File: src/rtl/cl_ser_pkg.sv
package cl_ser_pkg;
  localparam int unsigned LANES     = 4;
  localparam int unsigned SLOTS     = 7;
  localparam int unsigned CH_W      = 8;
  localparam int unsigned PIX_W     = 3 * CH_W;
  localparam int unsigned FMT_W     = 2;

  typedef enum logic [FMT_W-1:0] {
    FMT_RGB24  = 2'd0,
    FMT_GREY14 = 2'd1,
    FMT_GREY8  = 2'd2,
    FMT_SF16   = 2'd3
  } fmt_e;

  typedef struct packed {
    logic [CH_W-1:0] b;
    logic [CH_W-1:0] g;
    logic [CH_W-1:0] r;
  } rgb_t;
endpackage

File: src/rtl/cl_fmt_map.sv
module cl_fmt_map
  import cl_ser_pkg::*;
(
  input  logic [FMT_W-1:0] fmt_i,
  input  logic [PIX_W-1:0] pix_i,
  output rgb_t             rgb_o
);
  always_comb begin
    rgb_o = '0;
    unique case (fmt_e'(fmt_i))
      FMT_RGB24: begin
        rgb_o.r = pix_i[7:0];
        rgb_o.g = pix_i[15:8];
        rgb_o.b = pix_i[23:16];
      end
      FMT_GREY14: begin
        rgb_o.r = pix_i[7:0];
        rgb_o.g = {2'b00, pix_i[13:8]};
      end
      FMT_GREY8: begin
        rgb_o.r = {pix_i[1:0], 6'b0};
        rgb_o.g = {2'b00, pix_i[7:2]};
      end
      FMT_SF16: begin
        rgb_o.r = pix_i[7:0];
        rgb_o.g = pix_i[15:8];
      end
      default: rgb_o = '0;
    endcase
  end
endmodule

File: src/rtl/cl_lane_pack.sv
module cl_lane_pack
  import cl_ser_pkg::*;
(
  input  rgb_t                         rgb_i,
  input  logic                         fval_i,
  input  logic                         lval_i,
  input  logic                         dval_i,
  output logic [LANES-1:0][SLOTS-1:0]  word_o
);
  // index 6 leaves the lane first
  always_comb begin
    word_o[0] = {rgb_i.g[0], rgb_i.r[5:0]};
    word_o[1] = {rgb_i.b[1:0], rgb_i.g[5:1]};
    word_o[2] = {dval_i, fval_i, lval_i, rgb_i.b[5:2]};
    word_o[3] = {1'b0, rgb_i.b[7:6], rgb_i.g[7:6], rgb_i.r[7:6]};
  end
endmodule

File: src/rtl/cl_phase_gen.sv
module cl_phase_gen #(
  parameter int unsigned SLOTS      = 7,
  parameter int unsigned HIGH_SLOTS = 4,
  parameter int unsigned LEAD_SLOTS = 2
) (
  input  logic clk_i,
  input  logic rst_ni,
  output logic load_o,
  output logic fwd_clk_o
);
  localparam int unsigned PH_W = $clog2(SLOTS);
  localparam int unsigned TAIL = SLOTS - (HIGH_SLOTS - LEAD_SLOTS);
  localparam logic [PH_W-1:0] LAST = PH_W'(SLOTS - 1);

  logic [PH_W-1:0] ph_q;

  always_ff @(posedge clk_i or negedge rst_ni) begin
    if (!rst_ni)            ph_q <= LAST;
    else if (ph_q == LAST)  ph_q <= '0;
    else                    ph_q <= ph_q + 1'b1;
  end

  assign load_o    = (ph_q == LAST);
  // ph_q names the slot now on the lanes
  assign fwd_clk_o = (ph_q < PH_W'(LEAD_SLOTS)) || (ph_q >= PH_W'(TAIL));
endmodule

File: src/rtl/cl_lane_shift.sv
module cl_lane_shift #(
  parameter int unsigned SLOTS = 7
) (
  input  logic             clk_i,
  input  logic             rst_ni,
  input  logic             load_i,
  input  logic [SLOTS-1:0] word_i,
  output logic             ser_o
);
  logic [SLOTS-1:0] sr_q;

  always_ff @(posedge clk_i or negedge rst_ni) begin
    if (!rst_ni)     sr_q <= '0;
    else if (load_i) sr_q <= word_i;
    else             sr_q <= {sr_q[SLOTS-2:0], 1'b0};
  end

  assign ser_o = sr_q[SLOTS-1];
endmodule

File: src/rtl/cl_video_serializer.sv
module cl_video_serializer
  import cl_ser_pkg::*;
(
  input  logic             clk_i,
  input  logic             rst_ni,
  input  logic [1:0]       fmt_i,
  input  logic [23:0]      pix_i,
  input  logic             fval_i,
  input  logic             lval_i,
  input  logic             dval_i,
  output logic [3:0]       lane_o,
  output logic             fwd_clk_o
);
  rgb_t                        rgb;
  logic [LANES-1:0][SLOTS-1:0] word;
  logic                        load;

  cl_fmt_map u_map (
    .fmt_i (fmt_i),
    .pix_i (pix_i),
    .rgb_o (rgb)
  );

  cl_lane_pack u_pack (
    .rgb_i  (rgb),
    .fval_i (fval_i),
    .lval_i (lval_i),
    .dval_i (dval_i),
    .word_o (word)
  );

  cl_phase_gen #(.SLOTS(SLOTS), .HIGH_SLOTS(4), .LEAD_SLOTS(2)) u_phase (
    .clk_i     (clk_i),
    .rst_ni    (rst_ni),
    .load_o    (load),
    .fwd_clk_o (fwd_clk_o)
  );

  for (genvar k = 0; k < LANES; k++) begin : g_lane
    cl_lane_shift #(.SLOTS(SLOTS)) u_shift (
      .clk_i  (clk_i),
      .rst_ni (rst_ni),
      .load_i (load),
      .word_i (word[k]),
      .ser_o  (lane_o[k])
    );
  end
endmodule

File: config.mk
export PLATFORM = sky130hd
export DESIGN_NAME = cl_video_serializer
export DESIGN_NICKNAME = d
export VERILOG_FILES = /design/src/rtl/cl_ser_pkg.sv /design/src/rtl/cl_fmt_map.sv /design/src/rtl/cl_lane_pack.sv /design/src/rtl/cl_phase_gen.sv /design/src/rtl/cl_lane_shift.sv /design/src/rtl/cl_video_serializer.sv
export SDC_FILE = /design/constraint.sdc
export NUM_CORES = 1
export LEC_CHECK = 0
export BUFFER_PORTS_ARGS = -buffer_cell sky130_fd_sc_hd__clkbuf_2
export CELL_PAD_IN_SITES_DETAIL_PLACEMENT = 1
export CELL_PAD_IN_SITES_GLOBAL_PLACEMENT = 1
export CORE_MARGIN = 2
export CORE_UTILIZATION = 42
export CTS_CLUSTER_SIZE = 10
export DETAILED_ROUTE_END_ITERATION = 8
export PLACE_DENSITY_LB_ADDON = 0.1
export SETUP_SLACK_MARGIN = 0.15
export SLEW_MARGIN = 20
export SYNTH_ARGS = -nofsm -noshare
export SYNTH_HDL_FRONTEND = slang
export SYNTH_SLANG_ARGS = --single-unit
export TNS_END_PERCENT = 1
File: constraint.sdc
create_clock -name clk_i -period 2.05 [get_ports clk_i]
set_input_delay 0.615 -clock clk_i [delete_from_list [all_inputs] [get_ports clk_i]]
set_output_delay 0.615 -clock clk_i [all_outputs]
set_load 0.005 [all_outputs]
# [Word level (Yosys, flattened, before mapping)]
# Index checks and enable logic that the tools add are counted.
[totals] output_inout_bits=5 wordCells=22 regBits=31 inputBits=31
[classes] mux=7 n_lt_le_gt_ge=2 n_addsub=1 n_eq_ne=4 n_reduce_logical=3
[ops] operator="16-bit case mux with 3 select lines" count=1
[ops] operator="7-bit 2-to-1 mux" count=4
[ops] operator="8-bit 2-to-1 mux" count=1
[ops] operator="2-bit equality test, second input constant" count=2
[ops] operator="3-bit by 1-bit adder with 3-bit output, second input constant" count=1
[ops] operator="3-bit equality test, second input constant" count=1
[ops] operator="3-bit greater-or-equal comparator, second input constant" count=1
[ops] operator="3-bit by 2-bit < comparator with 1-bit output, second input constant" count=1
[ops] operator="3-bit 2-to-1 mux" count=1
[ops] operator="2-bit by 1-bit equality test with 1-bit output, second input constant" count=1
[ops] operator="2-bit zero test" count=1
[ops] operator="2-bit OR reduction" count=1
[ops] operator="1-bit logical OR" count=1

# [Depth between registers and ports, before layout]
# Gate-level depths: netlist of the first run.
[logic_depth] depth_word=4 depth_mapped=6 depth_no_buf=5

# [Modules after synthesis]
# Synthesis of the first run repeated with hierarchy kept, for this count alone.
[unflattened] cells_unflattened=134 hier_area_um2=1752.9
[modules_own_cells] mod="cl_lane_shift" n_inst=4 cells_per_inst=15 area_each_um2=284.0
[modules_own_cells] mod="cl_fmt_map" n_inst=1 cells_per_inst=33 area_each_um2=262.8
[modules_own_cells] mod="cl_lane_pack" n_inst=1 cells_per_inst=29 area_each_um2=214.0
[modules_own_cells] mod="cl_phase_gen" n_inst=1 cells_per_inst=12 area_each_um2=140.1

# [Least setup slack after synthesis of the first run]
# OpenSTA, ideal clock, no wires.
[synth_path] path_kind="input to register" startpoint="input fmt_i[0]" endpoint="register g_lane[3].u_shift.sr_q[1]" slack_ns=0.498 path_buffers=1 setup_time_ns=0.083 arrival_time_ns=1.469 path_stages=6 required_time_ns=1.967 cell_sequence="inv_1 -> ha_1 -> nand2b_1 -> buf_2 -> a22oi_1 -> o21ai_0"
[synth_via] elab_chain_len=4 elab_cells_between_ends=7 cone_classes="eq/ne (3); mux (2); reduce/logical (2)"
[synth_rtl] item="from (decl)" line_no="cl_video_serializer.sv:6" text="input logic [1:0] fmt_i,"
[synth_rtl] item="2-bit equality test or 2-bit zero test (tied branches)" line_no="cl_fmt_map.sv:10" text="unique case (fmt_e'(fmt_i))"
[synth_rtl] item="2-bit OR reduction (no line)"
[synth_rtl] item="16-bit case mux with 3 select lines (*)" line_no="cl_fmt_map.sv:10"
[synth_rtl] item="7-bit 2-to-1 mux (*)" line_no="cl_lane_shift.sv:14" text="else if (load_i) sr_q <= word_i;"
[synth_rtl] item="to (signal assigned)" line_no="cl_lane_shift.sv:14"
[synth_rtl] item="to (signal assigned)" line_no="cl_lane_shift.sv:15" text="else sr_q <= {sr_q[SLOTS-2:0], 1'b0};"
[synth_rtl] item="to (decl)" line_no="cl_lane_shift.sv:10" text="logic [SLOTS-1:0] sr_q;"
# Every way passes the cells marked *; elsewhere a longest branch is shown, timed or not.

# [Worst setup path after layout of the first run]
[layout_path] startpoint="register u_phase.ph_q[1]" endpoint="output fwd_clk_o"
[layout_via] elab_chain_len=2 elab_cells_between_ends=3 cone_classes="order compare (2); reduce/logical (1)"
[layout_rtl] item="from (decl)" line_no="cl_phase_gen.sv:15" text="logic [PH_W-1:0] ph_q;"
[layout_rtl] item="from (signal assigned)" line_no="cl_phase_gen.sv:20" text="else ph_q <= ph_q + 1'b1;"
[layout_rtl] item="3-bit by 2-bit < comparator with 1-bit output or 3-bit greater-or-equal comparator (tied branches)" line_no="cl_phase_gen.sv:25" text="assign fwd_clk_o = (ph_q < PH_W'(LEAD_SLOTS)) || (ph_q >= PH_W'(TAIL));"
[layout_rtl] item="1-bit logical OR (*)" line_no="cl_phase_gen.sv:25"
[layout_rtl] item="to (decl)" line_no="cl_video_serializer.sv:12" text="output logic fwd_clk_o"
# Marked as above.

==> impl_results.md, run 1 <==
- CTS root buf: clkbuf_4
- Seq pwr share: 52.0%
- Via count: 998
- Total grt overflow: 0
- Clock Sinks: 31
- Post-synthesis cell type count: 21
- PwrDens: 783 mW/mm^2
- P_int: 989 uW
- Layout cells sized above 1: 33.1%
- Hold Path Class: input pin to async pin
- Sw power: 277 uW
- 1st-iter DRT viols: 16
- CTS tree: built
- Synthesis-stage register bit count: 31
- Peak VDD IR: 0.454 mV
- I/O pin count: 36
- CTS max path bufs: 2
- Cts bufs inserted: 5
- Filler cells: 376
- Number of global-route vias before repair: 974
- CP endpoint kind: output port
- Compound-gate portion of the synthesized area: 12.3%
- Tcrit/Tclk final: 87.9%
- Syn nets: 164
- Worst path top cell family by delay: flip-flops
- Layout Nets: 199
- Synth Area in Simple Gates: 14.6%
- R2r endpoint: g_lane[0].u_shift.sr_q[5]
- Total GRT Usage: 15.8%
- Antenna violations before repair: 0
- Vias per inst: 4.75
- Crit Path Max Fanout: 4
- Worst-skew pair later-pin latency: 0.32 ns
- RSZ-0062 raised after global routing: no
- Antenna Cells: 0
- Cts hold-fix bufs: 0
- Clock Power Share: 38.9%
- Drt total wl: 2480 microns
- Max-slew violations: 0
- Gate power share: 9.1%
- Dominant cells by area after synthesis: dfrtp_1 54%, nand2_1 9.8%, o21ai_0 7.4%
- Measured slew at the worst slew-check pin: 0.533 ns
- Final ANT Viol Nets: 0
- CP max stage delay: 0.57 ns
- Die X: 60.6 microns
- DRC violations left: 0
- Dpl hpwl: 1840 microns
- Layout Area Growth over Synthesis: 20.1%
- Most frequent cell after synthesis: nand2_1
- Normalized max-slew margin: 64.4%
- Die area: 0.00367 sq mm
- Tmin final: 1.80 ns
- Critical path, cell by cell: nor2_1 -> mux2i_1 -> clkbuf_2
- Post-CTS sizing: 0
- Largest net degree at the start of global routing: 32
- Synth Area per Inst: 10.3 sq um
- Worst reg-to-reg setup slack: 0.39 ns
- Asr flop ratio synth: 100%
- WP data required: 1.43 ns
- Largest family of logic cells by synthesized area: simple AND/OR/NAND/NOR gates
- Final setup viols: 0
- GPL Wtd Cong: 0.805
- Post-Synth XOR/XNOR Area: 0%
- Final hold vios: 0
- EDFF count, synth: 0
- Mux cell area share after synthesis: 5.67%
- Worst R2R Start: u_phase.ph_q[2]
- Clock H-tree levels: 2
- Synthesis Warnings: 0
- Worst Clk Skew: 0.00884 ns
- CP max stage cell: dfstp_2
- WP buf/inv: 1
- Sw Share: 21.9%
- Max frequency: 0.555 GHz
- Worst-path clk slew: 0.10 ns
- Crit Path Class: flop to output port
- Status: finished clean
- Worst EP arrival: 1.19 ns
- Syn Inst Count: 130
- First-pass GRT wire length: 4140 microns
- TritonRoute pass-1 iters: 4
- Critical Path Stages: 3
- Largest area contributor in the netlist: dfrtp_1
- IO Port Bufs: 35
- Register area share after synthesis: 57.9%
- Syn Std Cell Area: 0.00135 sq mm
- Site Rows: 20
- Startpoint Class: flop
- Starting Density: 44.1%
- Post-synth top cells: 35 x nand2_1, 29 x dfrtp_1, 20 x o21ai_0
- Die Ht: 60.6 microns
- R2R depth: 5
- Max Cap Viol: 0
- Main synth FF type: dfrtp_1
- Setup TNS: 0 ns
- Core box area: 0.00305 sq mm
- Share of the synthesized area in the top cell type: 54.0%
- Synthesized-area fraction occupied by adder cells: 2.79%
- P_leak: 0.000829 uW
- Final hold slack: 0.290 ns
- DR WL/cell: 11.8 microns
## worst register-to-register path, stage by stage, from the launching register on
cell      delay [ns]
dfstp_2         0.55
buf_4           0.13
nand3b_2        0.32
buf_4           0.36
nand2_1         0.10
o21ai_0         0.08
## power groups by stage
| stage | combinational (uW) | clock, uW | sequential [uW] |
|---|---|---|---|
| global placement | 113 | 0 | 669 |
| floorplan | 62.9 | 0 | 667 |
| finish | 115 | 492 | 658 |
| global route | 134 | 533 | 663 |
| detailed placement | 118 | 0 | 671 |
| CTS | 118 | 511 | 659 |
## per-layer routing
metal	track usage, %	routed length (microns)	up-vias
met5	0	0	-
met4	5.59	15	0
met3	6.82	170	2
met2	24.6	1190	31
met1	19.7	1110	474
li1	-	-	491
## registers in the layout, summed over array words and instances, names as in the netlist
| signal | count |
|---|---|
| u_phase.ph_q | 3 |
| g_lane.u_shift.sr_q | 28 |
## cell type report
| type | count | area, sq um | share of cell area, % |
|---|---|---|---|
| sequential | 31 | 778 | 48.2 |
| multi-input combinational | 85 | 475 | 29.4 |
| timing repair buffer | 40 | 213 | 13.2 |
| tap | 44 | 55.1 | 3.41 |
| clock buffer | 6 | 51.3 | 3.18 |
| clock inverter | 2 | 35.0 | 2.17 |
| inverter | 2 | 7.51 | 0.465 |
## stage by stage
step	std cells	cell area, sq um	utilization (%)	setup WS (ns)	power (uW)
3_3_place_gp	199	1510	49.3	0.230	782
4_1_cts	207	1590	52.2	0.173	1290
3_5_place_dp	199	1510	49.3	0.158	789
6_report	210	1620	52.9	0.248	1270
2_1_floorplan	130	1350	-	0.498	730
5_1_grt	210	1620	52.9	0.185	1330
## cells in the final DEF (no fill, tap or decap), types with 2 or more instances in the layout
cell type / synthesis / layout
a22oi_1: 8 / 8
ha_1: 3 / 3
nand2_1: 35 / 35
buf_4: 4 / 5
clkbuf_2: 0 / 35
inv_1: 2 / 2
mux2i_1: 2 / 2
dfstp_2: 2 / 2
o21ai_0: 20 / 20
clkbuf_4: 0 / 5
nor2_1: 6 / 6
mux2_4: 3 / 3
nand2b_1: 3 / 3
dfrtp_1: 29 / 29
## how the worst max path moves through the flow
| stage | start | slack [ns] | end |
|---|---|---|---|
| after CTS | u_phase.ph_q[2] | 0.17 | fwd_clk_o |
| after global placement | fmt_i[0] | 0.23 | g_lane[1].u_shift.sr_q[3] |
| after floorplan | fmt_i[0] | 0.50 | g_lane[3].u_shift.sr_q[1] |
| final | u_phase.ph_q[1] | 0.25 | fwd_clk_o |
| after detailed placement | fmt_i[0] | 0.16 | g_lane[1].u_shift.sr_q[1] |
| after global routing | u_phase.ph_q[1] | 0.18 | fwd_clk_o |
## kinds of logic (layout without fill, tap and decap cells)
group	Yosys count	after routing
simple gates	47	47
flops	31	31
compound gates	29	29
buf+inv	14	50
mux	6	6
fa+ha+maj	3	3
## what timing repair did
action	CTS	global route
endpoints found under the hold margin	0	0
setup endpoints to repair	0	1
buffers inserted	0	3
(Power assumes the default switching activity.)
==> run 2, diff against run 1 <==
--- a/config.mk
+++ b/config.mk
@@ -12,6 +12,7 @@
 export CORE_UTILIZATION = 42
 export CTS_CLUSTER_SIZE = 10
 export DETAILED_ROUTE_END_ITERATION = 8
+export MAX_ROUTING_LAYER = met4
 export PLACE_DENSITY_LB_ADDON = 0.1
 export SETUP_SLACK_MARGIN = 0.15
 export SLEW_MARGIN = 20
==> constraint.sdc (replaced) <==
create_clock -name clk_i -period 2.2 [get_ports clk_i]
set_input_delay 0.66 -clock clk_i [delete_from_list [all_inputs] [get_ports clk_i]]
set_output_delay 0.66 -clock clk_i [all_outputs]
set_load 0.005 [all_outputs]
==> run 2 against run 1 <==
Clock power shrank 7.1%. Sequential power decreased by 6.8%. Hold slack gained 0.098 ns. Combinational power shrank 7%. Design area fell by 1.9%. Highest routed layer unchanged.
==> impl_results.md, run 2 (synthesis results as in run 1) <==
- WL met3: 156 microns (was 170 microns)
- Worst EP arrival: 1.23 ns (was 1.19 ns)
- Vias per inst: 4.85 (was 4.75)
- Met2 Wirelength: 1130 microns (was 1190 microns)
- 1st-iter DRT viols: 41 (was 16)
- GPL Wtd Cong: 0.816 (was 0.805)
- Worst R2R Start: u_phase.ph_q[1] (was u_phase.ph_q[2])
- CP max stage cell: dfstp_2 (unchanged)
- Tmin final: 1.89 ns
- Biggest regs: g_lane.u_shift.sr_q x28, u_phase.ph_q x3 (unchanged)
- Startpoint Class: flop (unchanged)
- Site Rows: 20 (unchanged)
- Total grt overflow: 0 (unchanged)
- Peak VDD IR: 0.410 mV (was 0.454 mV)
- Core box area: 0.00305 sq mm (unchanged)
- CTS tree: built (unchanged)
- Cts hold-fix bufs: 0 (unchanged)
- CP max stage delay: 0.60 ns (was 0.57 ns)
- Max frequency: 0.528 GHz
- Layout Area Growth over Synthesis: 17.9% (was 20.1%)
- Filler cells: 376 (unchanged)
- RSZ-0062 raised after global routing: no (unchanged)
- Area taken by multi-input logic gates: 475 sq um (unchanged)
- Highest routed layer: met4 (unchanged)
- DR WL/cell: 11.9 microns (was 11.8 microns)
- Starting Density: 44.1% (unchanged)
- Number of global-route vias before repair: 961 (was 974)
- Die X: 60.6 microns (unchanged)
- Cts bufs inserted: 5 (unchanged)
- R2r endpoint: g_lane[0].u_shift.sr_q[1] (was g_lane[0].u_shift.sr_q[5])
- Layout cells sized above 1: 31.5% (was 33.1%)
- Die area: 0.00367 sq mm (unchanged)
- IO Port Bufs: 35 (unchanged)
- Clock Sinks: 31 (unchanged)
- Setup bufs post-CTS: 0 (unchanged)
- CTS root buf: clkbuf_4 (unchanged)
- Antenna Cells: 0 (unchanged)
- P_leak: 0.000808 uW (was 0.000829 uW)
- Worst Clk Skew: 0.00516 ns (was 0.00884 ns)
- Drt total wl: 2450 microns (was 2480 microns)
- Post-CTS sizing: 0 (unchanged)
- DRC violations left: 0 (unchanged)
- CTS max path bufs: 2 (unchanged)
- Measured slew at the worst slew-check pin: 0.745 ns (was 0.533 ns)
- Worst reg-to-reg setup slack: 0.61 ns (was 0.39 ns)
- Max-slew violations: 0 (unchanged)
- Tcrit/Tclk final: 86.1%
- Worst-skew pair later-pin latency: 0.32 ns (about the same)
- Final hold vios: 0 (unchanged)
- Critical path, cell by cell: mux2i_1 -> clkbuf_2 (was nor2_1 -> mux2i_1 -> clkbuf_2)
- WP buf/inv: 1 (unchanged)
- Worst path top cell family by delay: flip-flops (unchanged)
- Clock H-tree levels: 2 (unchanged)
- Dpl hpwl: 1850 microns (was 1840 microns)
- CP endpoint kind: output port (unchanged)
- Setup TNS: 0 ns (unchanged)
- Normalized max-slew margin: 50.3% (was 64.4%)
- I/O pin count: 36 (unchanged)
- DRT met1 WL: 1140 microns (was 1110 microns)
- Hold Path Class: input pin to async pin (unchanged)
- Layout Nets: 195 (was 199)
- Final hold slack: 0.388 ns (was 0.290 ns)
- First-pass GRT wire length: 4130 microns (was 4140 microns)
- Total GRT Usage: 16.3% (was 15.8%)
- WP data required: 1.54 ns (was 1.43 ns)
- PwrDens: 742 mW/mm^2 (was 783 mW/mm^2)
- Largest register FFs: 28 (unchanged)
- Max Cap Viol: 0 (unchanged)
- Largest net degree at the start of global routing: 32 (unchanged)
- Crit Path Class: flop to output port (unchanged)
- Crit Path Max Fanout: 5 (was 4)
- Register area: 778 sq um (unchanged)
- Final setup viols: 0 (unchanged)
- Final ANT Viol Nets: 0 (unchanged)
- Antenna violations before repair: 0 (unchanged)
- R2R depth: 4 (was 5)
- Worst-path clk slew: 0.09 ns (was 0.10 ns)
- Die Ht: 60.6 microns (unchanged)
- Most frequent cells in the layout: 35 x nand2_1, 35 x clkbuf_2, 29 x dfrtp_1 (unchanged)
- Via count: 999 (was 998)
- Status: finished clean (unchanged)
- Register name with the most flops: g_lane.u_shift.sr_q (unchanged)
- TritonRoute pass-1 iters: 4 (unchanged)
## run 2: cell types whose count changed in the layout (fill, tap and decap cells not counted), sizes merged
cell  before  now
buf        5    1
## run 2: per-stage QoR
stage | instances | total power, uW | utilization, % | setup WS (ns) | cell area (sq um)
after floorplan | 130 | 680 | - | 0.603 | 1350
after global placement | 198 | 727 | 49.1 | 0.334 | 1500
after detailed placement | 198 | 734 | 49.1 | 0.273 | 1500
after CTS | 206 | 1200 | 51.9 | 0.268 | 1590
after global routing | 206 | 1250 | 51.9 | 0.224 | 1590
final | 206 | 1180 | 51.9 | 0.306 | 1590
## run 2: cell type report
type                    instances  area share, %
flip-flops and latches         31           49.1
multi-input cells              85           30.0
repair buffers                 36           11.5
well taps                      44           3.47
clock buffers                   6           3.24
clock inverters                 2           2.21
inverters                       2          0.474
## run 2: how the worst max path moves through the flow
stage	startpoint	endpoint	slack (ns)	cells past startpoint
3_3_place_gp	fmt_i[0]	g_lane[1].u_shift.sr_q[3]	0.33	6
3_5_place_dp	fmt_i[0]	g_lane[1].u_shift.sr_q[4]	0.27	6
2_1_floorplan	fmt_i[0]	g_lane[3].u_shift.sr_q[1]	0.60	6
6_report	u_phase.ph_q[2]	fwd_clk_o	0.31	2
5_1_grt	u_phase.ph_q[1]	fwd_clk_o	0.22	3
4_1_cts	u_phase.ph_q[2]	fwd_clk_o	0.27	2
## run 2: routing by layer
metal  global-route usage [%]  up-vias
li1                         -      486
met5                        -        -
met2                     23.5       33
met4                     7.45        0
met1                     20.7      476
met3                     5.76        4
## run 2: power by group
part | switching [uW] | total [uW] | internal [uW]
sequential | 9.50 | 613 | 603
combinational | 58.3 | 107 | 48.4
clock | 188 | 457 | 268
total | 256 | 1180 | 920
